--- config.mk ---
export PLATFORM = sky130hd
export DESIGN_NAME = ii_loop_ctrl
export DESIGN_NICKNAME = d
export VERILOG_FILES = /design/src/rtl/ii_loop_ctrl.sv
export SDC_FILE = /design/constraint.sdc
export NUM_CORES = 1
export LEC_CHECK = 0
export BUFFER_PORTS_ARGS = -buffer_cell sky130_fd_sc_hd__buf_4
export CORE_ASPECT_RATIO = 0.8
export CORE_MARGIN = 5
export CORE_UTILIZATION = 55
export DETAILED_ROUTE_END_ITERATION = 6
export HOLD_SLACK_MARGIN = 0.12
export PLACE_DENSITY = 0.9
export REMOVE_ABC_BUFFERS = 1
export SYNTH_ARGS = -nofsm -noshare
export SYNTH_HDL_FRONTEND = slang
export SYNTH_SLANG_ARGS = --single-unit
--- constraint.sdc ---
create_clock -name clk -period 3.2 [get_ports clk]
set_input_delay 0 -clock clk [delete_from_list [all_inputs] [get_ports clk]]
set_output_delay 0 -clock clk [all_outputs]
set_load 0.02 [all_outputs]
--- src/rtl/ii_loop_ctrl.sv ---
module ii_loop_ctrl #(
  parameter int CNT_W  = 8,
  parameter int II_W   = 4,
  parameter int LAT    = 4,
  parameter int STREAM = 1,
  parameter int N_RD   = 2,
  parameter int N_WR   = 2
) (
  input  logic             clk,
  input  logic             rst_n,
  input  logic             start,
  input  logic [CNT_W-1:0] bound_i,
  input  logic [CNT_W-1:0] step_i,
  input  logic [II_W-1:0]  ii_i,
  input  logic [N_RD-1:0]  rd_valid,
  input  logic [N_WR-1:0]  wr_ready,
  output logic             busy,
  output logic             dp_en,
  output logic [CNT_W-1:0] iter_idx,
  output logic             stage_en,
  output logic             done
);

  localparam logic [LAT-1:0] TOP = LAT'(1) << (LAT - 1);

  logic             run_q, fin_q;
  logic [CNT_W-1:0] cnt_q, bound_q, step_q;
  logic [II_W-1:0]  ii_q, tmr_q;
  logic [LAT-1:0]   pipe_q;
  logic             stall, rd_ok, issue, load;
  logic [CNT_W:0]   next_sum;

  generate
    if (STREAM != 0) begin : g_stream
      assign stall = ~&wr_ready;
      assign rd_ok = &rd_valid;
    end else begin : g_plain
      assign stall = 1'b0;
      assign rd_ok = 1'b1;
    end
  endgenerate

  assign load     = start && !run_q;
  assign issue    = run_q && !fin_q && (tmr_q == '0) && !stall && rd_ok;
  assign next_sum = {1'b0, cnt_q} + {1'b0, step_q};
  assign done     = run_q && fin_q && !stall && (pipe_q == TOP || pipe_q == '0);

  assign busy     = run_q;
  assign dp_en    = issue;
  assign iter_idx = cnt_q;
  assign stage_en = run_q && !stall;

  always_ff @(posedge clk) begin
    if (!rst_n) begin
      run_q   <= 1'b0;
      fin_q   <= 1'b0;
      cnt_q   <= '0;
      bound_q <= '0;
      step_q  <= '0;
      ii_q    <= '0;
      tmr_q   <= '0;
      pipe_q  <= '0;
    end else if (load) begin
      run_q   <= 1'b1;
      fin_q   <= (bound_i == '0);
      cnt_q   <= '0;
      bound_q <= bound_i;
      step_q  <= (step_i == '0) ? CNT_W'(1) : step_i;
      ii_q    <= (ii_i == '0) ? II_W'(1) : ii_i;
      tmr_q   <= '0;
      pipe_q  <= '0;
    end else if (run_q) begin
      if (done) run_q <= 1'b0;
      if (!stall) pipe_q <= (pipe_q << 1) | LAT'(issue);
      if (issue) begin
        cnt_q <= next_sum[CNT_W-1:0];
        fin_q <= (next_sum >= {1'b0, bound_q});
        tmr_q <= ii_q - II_W'(1);
      end else if (!stall && tmr_q != '0) begin
        tmr_q <= tmr_q - II_W'(1);
      end
    end
  end


  done_pulse_chk: assert property (@(posedge clk) disable iff (!rst_n)
    done |=> !done && !busy);


  stall_freeze_chk: assert property (@(posedge clk) disable iff (!rst_n)
    (run_q && stall) |=> $stable(cnt_q) && $stable(pipe_q) && $stable(tmr_q));


  ii_spacing_chk: assert property (@(posedge clk) disable iff (!rst_n)
    (dp_en && ii_q != II_W'(1)) |=> !dp_en);


  hold_cfg_chk: assert property (@(posedge clk) disable iff (!rst_n)
    (run_q && !done) |=> $stable(bound_q) && $stable(step_q) && $stable(ii_q));


  idx_step_chk: assert property (@(posedge clk) disable iff (!rst_n)
    dp_en |=> iter_idx == $past(iter_idx) + step_q);


  reset_idle_chk: assert property (@(posedge clk)
    !rst_n |=> !busy && !dp_en && !done);

endmodule

==> results.txt, run 1 <==
The repair_antennas step left the layout with diodes totalling 0. The max-slew headroom at the worst pin came out at 0.533. The final worst-path setup slack is between 300 and 400 ps. The port buffer count came out at 38. The transition time at the pin with the least slew margin came out at about 700 ps. The tightest min-delay check is of the in2reg type.

For this configuration, the core starts out at a cell density of 0.565. The number of antenna violations at the first check in global routing came out at 0. The critical path is of the reg2reg type.

The post-placement cell count is between 300 and 400. The clock root buffer is sky130_fd_sc_hd__clkbuf_8. The layout cell share with drive strength beyond 1 is 0.163. The buffer depth of the longest clock path came out at 2. The sum of routed wire length over all layers is 5690 um. The floorplan has 20 rows. After clock tree synthesis, the clock-pin slew on the worst setup and hold paths is about 80 ps.

Counting the buffers created by CTS gives 5. The total negative slack is 0 ps. The number of setup buffers added after CTS came out at 0. The flow ran to the end, and the final reports show no timing, DRC or antenna violations. The violation count after the first detailed-route iteration is 225. The final net count is roughly 380. The number of global-route vias before repair is roughly 2000.

Summing internal, switching and leakage power gives 1.00 mW. The total area inside the core boundary comes to about 3800 sq um. The capturing element type of the critical path is a flip-flop. For this run, design rule violations remaining after detail routing come to 0.

Setup repair after global routing left no endpoint under its margin. The count of non-filler cells in the finished layout came out at between 300 and 400. The TritonCTS clock tree is yes.

The ratio of total power to cell area came out at 366 nW/um^2. The clock latency on the worst-skew pair is around 300 ps. The count of final max-slew check failures is 0. The wire length per cell after detailed routing came out at around 15 um. The horizontal extent of the die is ~79 um. The setup slack at placement is approximately 400 ps.

The clock period minus final worst setup slack came out at approximately 2900 ps. In the routed layout, each cell is associated on average with a via count of approximately 6. The sequential share of the synthesized area is 0.349. Summed over all cells, the static leakage comes to ~1.1 nW. Of all flip-flops after synthesis, the portion carrying an async set or reset was 0. The cell count after synthesis came out at ~270. The final weighted congestion in routability-driven placement is a little under 1. The vertical die dimension is 65.6 um. The pre-antenna-repair detailed-routing pass consisted of 4 iterations. The total congestion overflow after global routing is 0. Yosys printed 0 warnings. The count of cells resized by post-cts repair is 0.

The post-route clock skew came out at 10.4 ps. Entering global routing, the biggest net connects 22 pins. The final-report setup violation count is 0.

The required time of the critical path is 3380 ps. The final-report hold violation count is 0. The detail route stage leaves a number of antenna-violating nets equal to 0. For the worst setup path, the data arrival time is 3060 ps. The netlist uses 46 different library cells. The number of max-capacitance violations reported is 0. After synthesis the netlist holds a flip-flop and latch count of 37. From synthesis to final layout, the design area changed by 29.5%. The HPWL after detailed placement is 3920 um. Across all layers, the routed design uses around 2200 vias.

The number of inserted filler cells in the final layout is a little under 300. Of all nets on the critical path, the largest fanout is 3. The area enclosed by the die boundary came out at around 5200 sq um. The number of sinks handled by clock tree synthesis is 37. The most used flip-flop cell after synthesis is sky130_fd_sc_hd__dfxtp_1. Counting flops with a built-in enable in the synthesized netlist gives 0. The H-tree depth came out at 2. For this run, the total global-route usage over all layers was measured as 0.230. The mapped cell area is roughly 2100 sq um. The post-route fraction of the period consumed by the critical path is 0.900. The maximum clock frequency came out at between 300 and 400 MHz. The worst setup path is launched from a flip-flop. A synthesized cell averages approximately 8 sq um. The boundary pin count is 39.

The first global-routing pass estimated about 9400 um of wire. IR analysis of the VDD net gives a maximum drop of 311 uV. The final hold slack is roughly 170 ps.
==> worst paths after layout <==
check / slack [ps] / cells after the start / to / start
max: 320 / 11 / fin_q / iter_idx[0]
min: 170 / 5 / tmr_q[0] / rd_valid[0]
max reg2reg: 320 / 11 / fin_q / iter_idx[0]
min reg2reg: 450 / 2 / pipe_q[2] / pipe_q[2]
==> synth_stat cells, types with 2 or more instances <==
cell type | count | area (sq um)
sky130_fd_sc_hd__and3b_1 | 2 | 17.5
sky130_fd_sc_hd__a21oi_1 | 41 | 205
sky130_fd_sc_hd__inv_1 | 15 | 56.3
sky130_fd_sc_hd__nand2b_1 | 4 | 25.0
sky130_fd_sc_hd__nor4_1 | 2 | 12.5
sky130_fd_sc_hd__nand4b_1 | 3 | 26.3
sky130_fd_sc_hd__nand2_1 | 55 | 206
sky130_fd_sc_hd__a211oi_1 | 4 | 30.0
sky130_fd_sc_hd__nor2b_1 | 4 | 25.0
sky130_fd_sc_hd__clkbuf_1 | 10 | 37.5
sky130_fd_sc_hd__o21ai_0 | 11 | 55.1
sky130_fd_sc_hd__dfxtp_1 | 37 | 741
sky130_fd_sc_hd__nand4_1 | 2 | 12.5
sky130_fd_sc_hd__a211o_1 | 2 | 17.5
sky130_fd_sc_hd__nor2_1 | 11 | 41.3
sky130_fd_sc_hd__ha_1 | 17 | 213
sky130_fd_sc_hd__or4_1 | 2 | 15.0
sky130_fd_sc_hd__o21bai_1 | 2 | 15.0
sky130_fd_sc_hd__nand3_1 | 7 | 35.0
sky130_fd_sc_hd__o2bb2ai_1 | 2 | 17.5
sky130_fd_sc_hd__nor3_1 | 9 | 45.0
sky130_fd_sc_hd__a21o_1 | 2 | 15.0
sky130_fd_sc_hd__xnor2_1 | 4 | 35.0
==> layout by cell type (no fill, tap or decap), types with 2 or more instances in the layout <==
master	n
sky130_fd_sc_hd__a21o_1	2
sky130_fd_sc_hd__a21oi_1	41
sky130_fd_sc_hd__clkinv_2	2
sky130_fd_sc_hd__nand4b_1	3
sky130_fd_sc_hd__o21bai_1	2
sky130_fd_sc_hd__and3b_1	2
sky130_fd_sc_hd__nor2b_1	4
sky130_fd_sc_hd__nor4_1	2
sky130_fd_sc_hd__ha_1	17
sky130_fd_sc_hd__nand2b_1	4
sky130_fd_sc_hd__a211oi_1	4
sky130_fd_sc_hd__dlygate4sd3_1	24
sky130_fd_sc_hd__buf_4	40
sky130_fd_sc_hd__nor3_1	9
sky130_fd_sc_hd__a211o_1	2
sky130_fd_sc_hd__inv_1	15
sky130_fd_sc_hd__nand3_1	7
sky130_fd_sc_hd__nand2_1	55
sky130_fd_sc_hd__dfxtp_1	37
sky130_fd_sc_hd__nor2_1	11
sky130_fd_sc_hd__nand4_1	2
sky130_fd_sc_hd__or4_1	2
sky130_fd_sc_hd__o2bb2ai_1	2
sky130_fd_sc_hd__o21ai_0	11
sky130_fd_sc_hd__xnor2_1	4
sky130_fd_sc_hd__clkbuf_8	5
==> area by class of cell <==
class | instances | area (sq um) | share of cell area
clock buffers | 6 | 72.6 | 0.0264
clock inverters | 2 | 10.0 | 0.00364
inverters | 17 | 63.8 | 0.0232
multi-input cells | 205 | 1260 | 0.460
flip-flops and latches | 37 | 741 | 0.270
well taps | 44 | 55.1 | 0.0200
repair buffers | 64 | 541 | 0.197
==> report_power, final <==
part	leakage [nW]	internal [mW]	switching [mW]
Clock	0.0450	0.151	0.177
Combinational	0.795	0.0880	0.0970
Sequential	0.302	0.479	0.0129
Total	1.14	0.718	0.287
==> worst max-delay path, stage by stage (launching register included) <==
cell and delay, ps:
sky130_fd_sc_hd__dfxtp_1 360, sky130_fd_sc_hd__ha_1 210, sky130_fd_sc_hd__inv_1 70, sky130_fd_sc_hd__fa_1 420, sky130_fd_sc_hd__nand2b_1 200, sky130_fd_sc_hd__a2111oi_0 420
sky130_fd_sc_hd__a211o_1 190, sky130_fd_sc_hd__ha_1 250, sky130_fd_sc_hd__a21oi_1 120, sky130_fd_sc_hd__o21ai_0 100, sky130_fd_sc_hd__a221oi_1 320, sky130_fd_sc_hd__a21oi_1 110
==> timing repair <==
action                                  in CTS  in global routing
endpoints found under the setup margin       0                  0
endpoints found under the hold margin       21                  0
hold buffers                                24                  0
==> cell families after synthesis <==
| family | count (synthesis) | share of synthesized area |
|---|---|---|
| compound gates | 74 | 0.211 |
| xor+xnor | 5 | 0.0206 |
| fa+ha+maj | 18 | 0.110 |
| buf+inv | 29 | 0.0548 |
| flops | 37 | 0.349 |
| mux | 1 | 0.00531 |
| simple gates | 107 | 0.249 |
==> registers in the layout, summed over array words and instances (netlist names) <==
| register | count |
|---|---|
| fin_q | 1 |
| busy | 1 |
| bound_q | 8 |
| iter_idx | 8 |
| step_q | 8 |
| ii_q | 4 |
| pipe_q | 3 |
| tmr_q | 4 |
==> through the flow <==
step | instance area (sq um) | utilization
after floorplan | 2070 | -
after global placement | 2420 | 0.646
after detailed placement | 2420 | 0.646
after CTS | 2750 | 0.732
after global routing | 2750 | 0.732
final | 2750 | 0.732
==> metal layers <==
layer,vias to the layer above,track usage,share of wire
li1,1067,-,-
met1,1001,0.290,0.43
met2,120,0.383,0.46
met3,16,0.0616,0.095
met4,0,0.0665,0.014
met5,-,0,0
Power figures use the tool's default switching activity.
==> run 2, diff against run 1 <==
==> constraint.sdc (replaced) <==
create_clock -name clk -period 2.79 [get_ports clk]
set_input_delay 0 -clock clk [delete_from_list [all_inputs] [get_ports clk]]
set_output_delay 0 -clock clk [all_outputs]
set_load 0.02 [all_outputs]
==> results.txt, run 2 (same netlist as run 1, synthesis figures left out) <==
The run finished, with violations left. The final reports fail on negative setup slack. The worst reg-to-reg setup slack is -30 ps (-350 ps).

The buffer depth of the longest clock path came out at 2 (unchanged). The number of max-capacitance violations reported is 0 (unchanged). The clock transition time at the flip-flop clock pins of the worst setup and hold paths came out at 70 ps (about the same).

The number of diodes is 0 (unchanged). The TritonCTS clock tree is yes. The mean number of vias per cell came out at 5.97 (+1.5%). The ratio of total power to cell area was 469 nW/um^2 (+28%). The final-report setup violation count was 1 (+1).

The cell sitting at the root of the clock tree is a sky130_fd_sc_hd__clkbuf_8. The critical path's largest stage delay came out at 370 ps (-50 ps). The area inside the core boundary was 3750 sq um (unchanged).

The total power after layout is 1.34 mW (+33%). The max-slew headroom at the worst pin is 0.683 (+0.150). The number of clock buffers inserted by TritonCTS was 5 (unchanged). The maximum number of pins on one net before global-route repair is 26 (+18%). The H-tree depth is 2 (unchanged). The half-perimeter wire length after placement is 3970 um (+1.3%).

The wire length per cell after detailed routing is 16.1 um (+6.4%). The maximum fanout along the worst path came out at 3 (unchanged). The number of global-route vias before repair came to 2185 (+9.7%). The horizontal extent of the die is 79.4 um (unchanged). The number of setup buffers added after CTS came out at 0 (unchanged). The largest voltage drop on the vdd net is 262 uV (-16%).

The count of buffer and inverter cells on the critical path came to 1 (unchanged). The vertical die dimension is 65.6 um (unchanged). The final weighted congestion in routability-driven placement is 0.922 (-4.0%). The final net count was 377 (+0.53%).

The global-route wire length before repair was 9640 um (+2.8%). The total routing resource utilization after global routing came out at 0.234 (+0.00385). The count of final max-slew check failures is 0 (unchanged). The maximum clock frequency came to 355 MHz (+2.2%). The final worst-path setup slack is -29.4 ps (-348 ps).

The clock latency on the worst-skew pair is 290 ps (about the same). The number of vias in the routed layout is 2250 (+2.1%). The post-route clock skew came out at 2.67 ps (-7.77 ps). The setup slack at placement came out at -77.9 ps (-476 ps). The count of unresolved DRC violations after routing is 0 (unchanged). In the layout the commonest cells are sky130_fd_sc_hd__nand2_1, sky130_fd_sc_hd__buf_4, sky130_fd_sc_hd__a21oi_1, sky130_fd_sc_hd__dfxtp_1, sky130_fd_sc_hd__dlygate4sd3_1. In this run the most critical hold path is launched from rd_valid[0].

The violation count after the first detailed-route iteration came out at 209 (-7.1%). The number of sinks handled by clock tree synthesis is 37 (unchanged). The cell type group with the largest total delay on the critical path is compound AO/OA/AOI/OAI gates. The area enclosed by the die boundary came out at 5210 sq um (unchanged). The starting density of the core came out at 0.565 (unchanged).

The post-route fraction of the period consumed by the critical path is 1.01 (+0.110). The layout cell share with drive strength beyond 1 came out at 0.186 (+0.0230). The sum of routed wire length over all layers came out at 6090 um (+7.0%). The transition time at the pin with the least slew margin was 471 ps (-228 ps). The port buffer count is 38 (unchanged). The number of search-and-repair iterations in the first detailed-routing pass is 5 (+1).

The library cell used most frequently in the layout, excluding fill and tap cells, is sky130_fd_sc_hd__nand2_1. The cell type of the slowest stage on the worst timing path is sky130_fd_sc_hd__dfxtp_1. The post-route standard cell area excluding fillers came to 2850 sq um (+3.7%). The critical path is of the reg2reg type.

The clock period minus final worst setup slack came out at 2820 ps (-61.8 ps). Traced cell by cell, the critical path runs through ha_2 > inv_1 > fa_2 > nand2b_4 > a2111oi_4 > a211o_1 > ha_1 > a21oi_2 > o21ai_0 > a221oi_1 > a21oi_1. The row count is 20 (unchanged). The worst setup path is launched from a flip-flop.

The leakage power of the design came out at 1.18 nW (+3.6%). The arrival time at the worst endpoint came to 2980 ps (-80 ps). The worst setup path is captured at a flip-flop.

The startpoint of the worst setup timing path is iter_idx[0]. The synthesis-to-layout area growth came out at 34.3%. The total congestion overflow after global routing came out at 0 (unchanged). The number of antenna violations at the first check in global routing is 0 (unchanged). The boundary pin count is 39 (unchanged). The final-report hold violation count is 0 (unchanged).

The tightest min-delay check is of the in2reg type. The startpoint identified for the worst register-to-register timing path is iter_idx[0]. The required time of the critical path is 2950 ps (-430 ps). The standard cell area after detailed placement was 2440 sq um (+0.62%). The number of nets still failing antenna checks after routing came out at 0 (unchanged).
[run 2: power by group]
group	total, mW	internal [mW]	switching, mW
registers	0.565	0.549	0.0152
clock network	0.549	0.355	0.194
logic	0.223	0.105	0.118
total	1.34	1.01	0.327
[run 2: timing repair]
item                                    in CTS  in global routing
resized for setup                            2                  8
hold endpoints to repair                    21                  0
hold buffers                                24                  0
endpoints found under the setup margin       1                  1
pin swaps                                    0                  1
[run 2: layer usage]
metal / GRT usage / wire, um
met3: 0.0562 / 582
met2: 0.402 / 2840
met5: 0 / 0
met4: 0.0837 / 223
met1: 0.283 / 2440
[run 2: worst paths after layout]
path / depth (start not counted) / to
worst max-delay path: 11 / fin_q
worst min-delay path: 5 / tmr_q[0]
worst max register to register: 11 / fin_q
worst min register to register: 2 / bound_q[3]
[run 2: layout make-up]
class	instances	area [sq um]
Multi-Input combinational cell	205	1300
Fill cell	277	905
Sequential cell	37	741
Timing Repair Buffer	66	556
Clock buffer	5	68.8
Clock inverter	3	65.1
Inverter	17	63.8
Tap cell	44	55.1
[run 2: worst register-to-register path: cells and delay by family (launching register included)]
kind | cells | cell delay, ps
AOI/OAI and AO/OA | 6 | 1240
adders and majority gates | 3 | 840
buffers and inverters | 1 | 60
DFF | 1 | 370
and+or+nand+nor | 1 | 180
[run 2: metrics by stage]
stage / hold WS [ps] / util / setup TNS, ps / instances
floorplan: 136 / - / 0 / 259
global placement: 246 / 0.650 / 0 / 345
detailed placement: 249 / 0.650 / -77.9 / 345
CTS: 171 / 0.751 / 0 / 377
global route: 217 / 0.759 / -116 / 377
finish: 189 / 0.759 / -29.4 / 377
